===== config.mk =====
export PLATFORM = sky130hd
export DESIGN_NAME = bus_cycle_engine
export DESIGN_NICKNAME = d
export VERILOG_FILES = /design/src/rtl/bcyc_pkg.sv /design/src/rtl/bcyc_seq.sv /design/src/rtl/bcyc_pins.sv /design/src/rtl/bcyc_capture.sv /design/src/rtl/bus_cycle_engine.sv
export SDC_FILE = /design/constraint.sdc
export NUM_CORES = 1
export LEC_CHECK = 0
export BUFFER_PORTS_ARGS = -buffer_cell sky130_fd_sc_hd__buf_2
export CAP_MARGIN = 10
export CORE_MARGIN = 1.5
export CORE_UTILIZATION = 40
export CTS_CLUSTER_SIZE = 10
export DETAILED_ROUTE_END_ITERATION = 16
export PLACE_DENSITY = 0.67
export SLEW_MARGIN = 20
export SYNTH_ARGS = -nofsm -noshare
export SYNTH_HDL_FRONTEND = slang
export SYNTH_SLANG_ARGS = --single-unit
export TNS_END_PERCENT = 50

===== constraint.sdc =====
create_clock -name clk -period 3 [get_ports clk]
set_clock_uncertainty 0.1 [all_clocks]
set_input_delay 0.3 -clock clk [delete_from_list [all_inputs] [get_ports clk]]
set_output_delay 0.3 -clock clk [all_outputs]
set_load 0.05 [all_outputs]

===== src/rtl/bcyc_pkg.sv =====
`timescale 1ns/1ps
package bcyc_pkg;

    typedef enum logic [2:0] {
        KIND_FETCH  = 3'd0,
        KIND_MEM_RD = 3'd1,
        KIND_MEM_WR = 3'd2,
        KIND_IO_RD  = 3'd3,
        KIND_IO_WR  = 3'd4
    } kind_e;

    typedef enum logic [2:0] {
        PH_IDLE = 3'd0,
        PH_T1   = 3'd1,
        PH_T2   = 3'd2,
        PH_TW   = 3'd3,
        PH_T3   = 3'd4,
        PH_T4   = 3'd5,
        PH_T5   = 3'd6,
        PH_T6   = 3'd7
    } phase_e;

    localparam logic [1:0] STAT_HALT  = 2'b00;
    localparam logic [1:0] STAT_WRITE = 2'b01;
    localparam logic [1:0] STAT_READ  = 2'b10;
    localparam logic [1:0] STAT_FETCH = 2'b11;

    function automatic logic kind_known(input logic [2:0] code);
        return code <= 3'd4;
    endfunction

    function automatic logic is_write(input kind_e k);
        return (k == KIND_MEM_WR) || (k == KIND_IO_WR);
    endfunction

    function automatic logic is_io(input kind_e k);
        return (k == KIND_IO_RD) || (k == KIND_IO_WR);
    endfunction

    function automatic logic is_fetch(input kind_e k);
        return k == KIND_FETCH;
    endfunction

    function automatic logic [1:0] status_of(input kind_e k);
        logic [1:0] s;
        unique case (k)
            KIND_FETCH:              s = STAT_FETCH;
            KIND_MEM_RD, KIND_IO_RD: s = STAT_READ;
            KIND_MEM_WR, KIND_IO_WR: s = STAT_WRITE;
            default:                 s = STAT_HALT;
        endcase
        return s;
    endfunction

endpackage


===== src/rtl/bcyc_seq.sv =====
`timescale 1ns/1ps
module bcyc_seq
    import bcyc_pkg::*;
#(
    parameter int ADDR_W = 16,
    parameter int DATA_W = 8
) (
    input  logic              clk,
    input  logic              rst_n,
    input  logic              req_valid,
    input  logic [2:0]        req_kind,
    input  logic              req_long,
    input  logic [ADDR_W-1:0] req_addr,
    input  logic [DATA_W-1:0] req_wdata,
    input  logic              ready,
    output phase_e            phase,
    output kind_e             kind_q,
    output logic              long_q,
    output logic [ADDR_W-1:0] addr_q,
    output logic [DATA_W-1:0] wdata_q,
    output logic              done,
    output logic              write_hold
);

    phase_e nxt;
    logic   accept;
    logic   last_t;

    assign accept = (phase == PH_IDLE) && req_valid && kind_known(req_kind);
    assign last_t = (phase != PH_IDLE) && (nxt == PH_IDLE);

    // next-state selection
    always_comb begin
        nxt = phase;
        unique case (phase)
            PH_IDLE:      nxt = accept ? PH_T1 : PH_IDLE;
            PH_T1:        nxt = PH_T2;
            PH_T2, PH_TW: nxt = ready ? PH_T3 : PH_TW;
            PH_T3:        nxt = is_fetch(kind_q) ? PH_T4 : PH_IDLE;
            PH_T4:        nxt = long_q ? PH_T5 : PH_IDLE;
            PH_T5:        nxt = PH_T6;
            PH_T6:        nxt = PH_IDLE;
            default:      nxt = PH_IDLE;
        endcase
    end

    // state register
    always_ff @(posedge clk) begin
        if (!rst_n) phase <= PH_IDLE;
        else        phase <= nxt;
    end

    // request capture and cycle-end flags
    always_ff @(posedge clk) begin
        if (!rst_n) begin
            kind_q     <= KIND_FETCH;
            long_q     <= 1'b0;
            addr_q     <= '0;
            wdata_q    <= '0;
            done       <= 1'b0;
            write_hold <= 1'b0;
        end else begin
            if (accept) begin
                kind_q  <= kind_e'(req_kind);
                long_q  <= req_long && (req_kind == KIND_FETCH);
                addr_q  <= req_addr;
                wdata_q <= req_wdata;
            end
            done       <= last_t;
            write_hold <= (phase == PH_T3) && is_write(kind_q);
        end
    end

    a_r7_wait_on_low_ready: assert property (@(posedge clk) disable iff (!rst_n)
        ((phase == PH_T2 || phase == PH_TW) && !ready) |=> (phase == PH_TW));

    a_r10_done_single: assert property (@(posedge clk) disable iff (!rst_n)
        done |=> !done);

    a_r11_request_held: assert property (@(posedge clk) disable iff (!rst_n)
        (phase != PH_IDLE) |=> ($stable(addr_q) && $stable(kind_q)));

    a_r8_long_order: assert property (@(posedge clk) disable iff (!rst_n)
        (phase == PH_T5) |=> (phase == PH_T6));

endmodule


===== src/rtl/bcyc_pins.sv =====
`timescale 1ns/1ps
module bcyc_pins
    import bcyc_pkg::*;
#(
    parameter int ADDR_W = 16,
    parameter int DATA_W = 8
) (
    input  logic                     clk,
    input  logic                     rst_n,
    input  phase_e                   phase,
    input  kind_e                    kind_q,
    input  logic [ADDR_W-1:0]        addr_q,
    input  logic [DATA_W-1:0]        wdata_q,
    input  logic                     write_hold,
    output logic                     ale,
    output logic                     rd_n,
    output logic                     wr_n,
    output logic                     io_m,
    output logic                     s1,
    output logic                     s0,
    output logic [DATA_W-1:0]        ad_o,
    output logic                     ad_oe,
    output logic [ADDR_W-DATA_W-1:0] a_hi
);

    localparam int HI_W = ADDR_W - DATA_W;

    logic       active;
    logic       strobe_win;
    logic [1:0] stat;

    // output decode from the current T-state
    always_comb begin
        active     = (phase != PH_IDLE);
        strobe_win = 1'b0;
        ale        = 1'b0;
        unique case (phase)
            PH_T1:               ale = 1'b1;
            PH_T2, PH_TW, PH_T3: strobe_win = 1'b1;
            default: ;
        endcase
        stat  = active ? status_of(kind_q) : STAT_HALT;
        s1    = stat[1];
        s0    = stat[0];
        io_m  = active && is_io(kind_q);
        rd_n  = !(strobe_win && !is_write(kind_q));
        wr_n  = !(strobe_win && is_write(kind_q));
        ad_oe = ale || (strobe_win && is_write(kind_q)) || write_hold;
        ad_o  = ale ? addr_q[DATA_W-1:0] : wdata_q;
        a_hi  = addr_q[ADDR_W-1:ADDR_W-HI_W];
    end

    a_r5_strobes_exclusive: assert property (@(posedge clk) disable iff (!rst_n)
        !(!rd_n && !wr_n));

    a_r6_write_drives_bus: assert property (@(posedge clk) disable iff (!rst_n)
        !wr_n |-> ad_oe);

    a_r3_ale_single: assert property (@(posedge clk) disable iff (!rst_n)
        ale |=> !ale);

    a_r5_read_bus_released: assert property (@(posedge clk) disable iff (!rst_n)
        !rd_n |-> !ad_oe);

endmodule


===== src/rtl/bcyc_capture.sv =====
`timescale 1ns/1ps
module bcyc_capture
    import bcyc_pkg::*;
#(
    parameter int DATA_W = 8
) (
    input  logic              clk,
    input  logic              rst_n,
    input  phase_e            phase,
    input  kind_e             kind_q,
    input  logic [DATA_W-1:0] ad_i,
    output logic [DATA_W-1:0] rdata
);

    logic grab;
    assign grab = (phase == PH_T3) && !is_write(kind_q);

    always_ff @(posedge clk) begin
        if (!rst_n)    rdata <= '0;
        else if (grab) rdata <= ad_i;
    end

    a_r9_rdata_held: assert property (@(posedge clk) disable iff (!rst_n)
        (phase != PH_T3) |=> $stable(rdata));

endmodule


===== src/rtl/bus_cycle_engine.sv =====
`timescale 1ns/1ps
module bus_cycle_engine
    import bcyc_pkg::*;
#(
    parameter int ADDR_W = 16,
    parameter int DATA_W = 8
) (
    input  logic                     clk,
    input  logic                     rst_n,
    input  logic                     req_valid,
    input  logic [2:0]               req_kind,
    input  logic                     req_long,
    input  logic [ADDR_W-1:0]        req_addr,
    input  logic [DATA_W-1:0]        req_wdata,
    input  logic                     ready,
    input  logic [DATA_W-1:0]        ad_i,
    output logic [DATA_W-1:0]        ad_o,
    output logic                     ad_oe,
    output logic [ADDR_W-DATA_W-1:0] a_hi,
    output logic                     ale,
    output logic                     rd_n,
    output logic                     wr_n,
    output logic                     io_m,
    output logic                     s1,
    output logic                     s0,
    output logic                     busy,
    output logic                     done,
    output logic [DATA_W-1:0]        rdata
);

    phase_e            phase;
    kind_e             kind_q;
    logic              long_q;
    logic [ADDR_W-1:0] addr_q;
    logic [DATA_W-1:0] wdata_q;
    logic              write_hold;

    bcyc_seq #(.ADDR_W(ADDR_W), .DATA_W(DATA_W)) u_seq (
        .clk        (clk),
        .rst_n      (rst_n),
        .req_valid  (req_valid),
        .req_kind   (req_kind),
        .req_long   (req_long),
        .req_addr   (req_addr),
        .req_wdata  (req_wdata),
        .ready      (ready),
        .phase      (phase),
        .kind_q     (kind_q),
        .long_q     (long_q),
        .addr_q     (addr_q),
        .wdata_q    (wdata_q),
        .done       (done),
        .write_hold (write_hold)
    );

    bcyc_pins #(.ADDR_W(ADDR_W), .DATA_W(DATA_W)) u_pins (
        .clk        (clk),
        .rst_n      (rst_n),
        .phase      (phase),
        .kind_q     (kind_q),
        .addr_q     (addr_q),
        .wdata_q    (wdata_q),
        .write_hold (write_hold),
        .ale        (ale),
        .rd_n       (rd_n),
        .wr_n       (wr_n),
        .io_m       (io_m),
        .s1         (s1),
        .s0         (s0),
        .ad_o       (ad_o),
        .ad_oe      (ad_oe),
        .a_hi       (a_hi)
    );

    bcyc_capture #(.DATA_W(DATA_W)) u_cap (
        .clk   (clk),
        .rst_n (rst_n),
        .phase (phase),
        .kind_q(kind_q),
        .ad_i  (ad_i),
        .rdata (rdata)
    );

    assign busy = (phase != PH_IDLE);

    a_r1_idle_status: assert property (@(posedge clk) disable iff (!rst_n)
        !busy |-> ({s1, s0} == 2'b00 && !io_m && rd_n && wr_n));

    a_r10_done_after_busy: assert property (@(posedge clk) disable iff (!rst_n)
        $fell(busy) |-> done);

    a_r8_fetch_t4_quiet: assert property (@(posedge clk) disable iff (!rst_n)
        (busy && {s1, s0} == 2'b11 && $past(!rd_n) && rd_n) |-> !ad_oe);

endmodule


==> results.md <==
* Initial antenna violation count at 0
* WS Path Type: flop to output port
* Power Density at between 500 and 600 mW/mm^2
* Gpl congestion at 0.820
* Remaining global-route overflow at 0
* Worst EP required at 2600 ps
* Port bufs at 72
* Most common cell after layout, fill and taps aside: buf_2
* Post-CTS setup buffer count at 0
* Nets@finish at about 320
* Leakage power total at a little over 1 nW
* Most frequent cells in the layout: buf_2 (72), dfxtp_1 (41), a21boi_1 (29), nand3_1 (28), o21ai_1 (28)
* Hold path endpoint: u_cap.rdata[7]$_SDFFE_PN0P_
* Routed WL at between 4000 and 5000 um
* Max VDD drop at roughly 0.23 mV
* Max Root-Sink Buffers at 2
* Endpoints failing setup at 0
* Largest net degree at the start of global routing at 50
* Seq/Total Area, Yosys at just over 40%
* Max-cap violations at 0
* Chip width at approximately 74 um
* Post-CTS sizing at 0
* Post-DP HPWL at approximately 3000 um
* Crit start category: flop
* Final clock period utilization by the worst path at just under 80%
* Depth of the CTS H-tree at 2
* Vias in the first global route at 1600
* Io pins at 73
* F_max at between 0.4 and 0.5 GHz
* Cells after DPL at between 300 and 400
* DR top layer: met4
* First-pass DRT Iterations at 4
* Synth warnings at 0
* TritonCTS clock tree: yes
* WL met3 at just under 300 um
* TritonCTS sink count at between 40 and 50
* Final hold violation count at 0
* Met2 wire len at 2060 um
* Mapped Area at around 0.0020 sq mm
* Crit-path max cell delay at approximately 570 ps
* Filler instances at between 400 and 500
* Seq cells post-synth at 41
* Layout cells sized above 1 at between 30% and 40%
* Fin. max-slew vios at 0
* End of the worst register-to-register path: u_seq.wdata_q[2]$_SDFFE_PN0P_
* Unrepaired setup endpoints after global routing: no
* CP cell instances: nor3b_1, buf_4, or4_1, buf_2
* Final Non-Filler Cells at ~350
* Clock Latency Late Sink at between 200 and 300 ps
* # rows at 25
* Core area at a little under 0.005 sq mm
* FF-to-FF setup slack at 970 ps
* Final instance area at 0.00238 sq mm
* First-pass GRT wire length at slightly above 7000 um
* DR vias/cell at approximately 5
* # diodes at 0
* Setup TNS at 0 ps
* Drt initial violations at 97
* R2r startpoint: u_seq.phase[2]$_SDFF_PN0_
* Area after DPL at around 0.0023 sq mm
* Worst endpoint data arrival time at approximately 1900 ps
* Synth-to-layout area growth at 17.2%
* Hold path startpoint: ad_i[7]
* Final WS setup at 696 ps
* Post-Syn Nets at 270
* Worst-margin pin slew at 1010 ps
* Netlist cell types at 38
* Drt wl/cell at around 13 um
* Total GRT Usage at between 15 and 20%
* R2R cell count at 3
* CP endpoint kind: output port
* DRC at 0
* Slowest CP cell: dfxtp_1
* Chip height at 74.3 um
* ANT nets after route at 0
* Post-Syn Instances at 230
* Tmin final at 2300 ps
* Routed length on met1 at 2100 um
* Crit Path Max Fanout at 13
* WP buf/inv at 2
* Pre-CTS setup slack at just under 1000 ps
* Worst-path clk slew at about 70 ps
* DR vias at about 1800
* Outcome: completed
* Die Area at 0.00552 sq mm
* Root buffer cell: clkbuf_8
* Hold crit path type: input port to flop
* Cts bufs inserted at 5
* Hold buffer count at cts at 0
* Avg Inst Size Synth at between 8 and 9 sq um
* Final Util at 49.4%
* Worst hold path depth at 3
* Top delay family on crit path: simple AND/OR/NAND/NOR gates
* Max-slew headroom at between 30% and 40%
* Starting Density at 42.2%
-- power breakdown --
group,internal (mW),switching [mW]
sequential,0.570,0.0218
clock,0.153,0.177
combinational,0.0895,0.198
total,0.813,0.397
-- cell families (layout without fill, tap and decap cells) --
group / after synthesis / count (layout) / share of synthesized area (%)
and+or+nand+nor: 69 / 69 / 17.7
muxes: 17 / 17 / 8.87
AOI/OAI and AO/OA: 71 / 71 / 22.2
buffers and inverters: 31 / 83 / 10.4
DFF: 41 / 41 / 40.4
xor gates and xnor gates: 1 / 1 / 0.431
-- worst register-to-register path: stages, from the launching register on --
cell and delay (ps):
dfxtp_1 430, or4b_1 1010, o21ai_1 300, a21boi_1 90
-- cells in the mapped netlist --
master	instances	area (sq um)
a211oi_1	1	7.51
a21boi_0	1	7.51
a21boi_1	29	218
a21oi_1	2	10.0
a22oi_1	1	7.51
a311oi_1	1	8.76
a41oi_1	1	8.76
and2_1	1	6.26
and3b_1	1	8.76
and4_1	1	8.76
buf_2	4	20.0
buf_4	10	75.1
buf_6	3	33.8
buf_8	2	30.0
clkbuf_1	8	30.0
clkbuf_4	2	15.0
dfxtp_1	41	821
inv_1	2	7.51
mux2_2	8	90.1
mux2i_1	9	90.1
nand2_1	21	78.8
nand3_1	28	140
nand3b_1	1	7.51
nand4b_1	1	8.76
nor2_1	3	11.3
nor2b_1	2	12.5
nor3_1	4	20.0
nor3b_1	1	7.51
nor4_1	1	6.26
nor4b_2	1	15.0
o21a_1	1	7.51
o21ai_0	4	20.0
o21ai_1	29	145
o21ba_1	1	10.0
or3b_4	1	11.3
or4_1	1	7.51
or4b_1	1	10.0
xnor2_1	1	8.76
-- per-stage QoR --
step | power [mW] | hold slack, ps
floorplan | 0.838 | 342
global placement | 0.889 | 340
detailed placement | 0.894 | 352
CTS | 1.22 | 144
global route | 1.27 | 142
finish | 1.21 | 152
-- sequential cells by signal (all words and copies together) (netlist names) --
name              cells
u_seq.phase           3
u_seq.kind_q          3
u_seq.long_q          1
u_seq.write_hold      1
u_seq.wdata_q         8
u_seq.done            1
u_seq.addr_q         16
u_cap.rdata           8
-- area by class of cell --
type	count	area, sq um	area share, %
multi-input cells	158	1010	42.5
flip-flops and latches	41	821	34.5
repair buffers	75	383	16.1
well taps	67	83.8	3.52
clock buffers	5	68.8	2.89
inverters	2	7.51	0.315
clock inverters	1	5.00	0.210
-- how the worst max path moves through the flow --
stage	cells past startpoint	slack (ps)	to	start
3_3_place_gp	3	1010	u_seq.wdata_q[2]$_SDFFE_PN0P_	u_seq.phase[2]$_SDFF_PN0_
4_1_cts	4	670	ad_oe	u_seq.phase[2]$_SDFF_PN0_
2_1_floorplan	3	810	s0	u_seq.phase[2]$_SDFF_PN0_
3_5_place_dp	3	990	u_seq.wdata_q[2]$_SDFFE_PN0P_	u_seq.phase[2]$_SDFF_PN0_
6_report	4	700	ad_oe	u_seq.phase[2]$_SDFF_PN0_
5_1_grt	4	580	ad_oe	u_seq.phase[2]$_SDFF_PN0_
-- per-layer routing --
layer	up-vias	GRT usage, %
li1	915	-
met2	54	28.2
met5	-	0
met1	778	20.9
met3	7	5.01
met4	0	5.66
No activity file was read; power rests on OpenSTA's default activity.
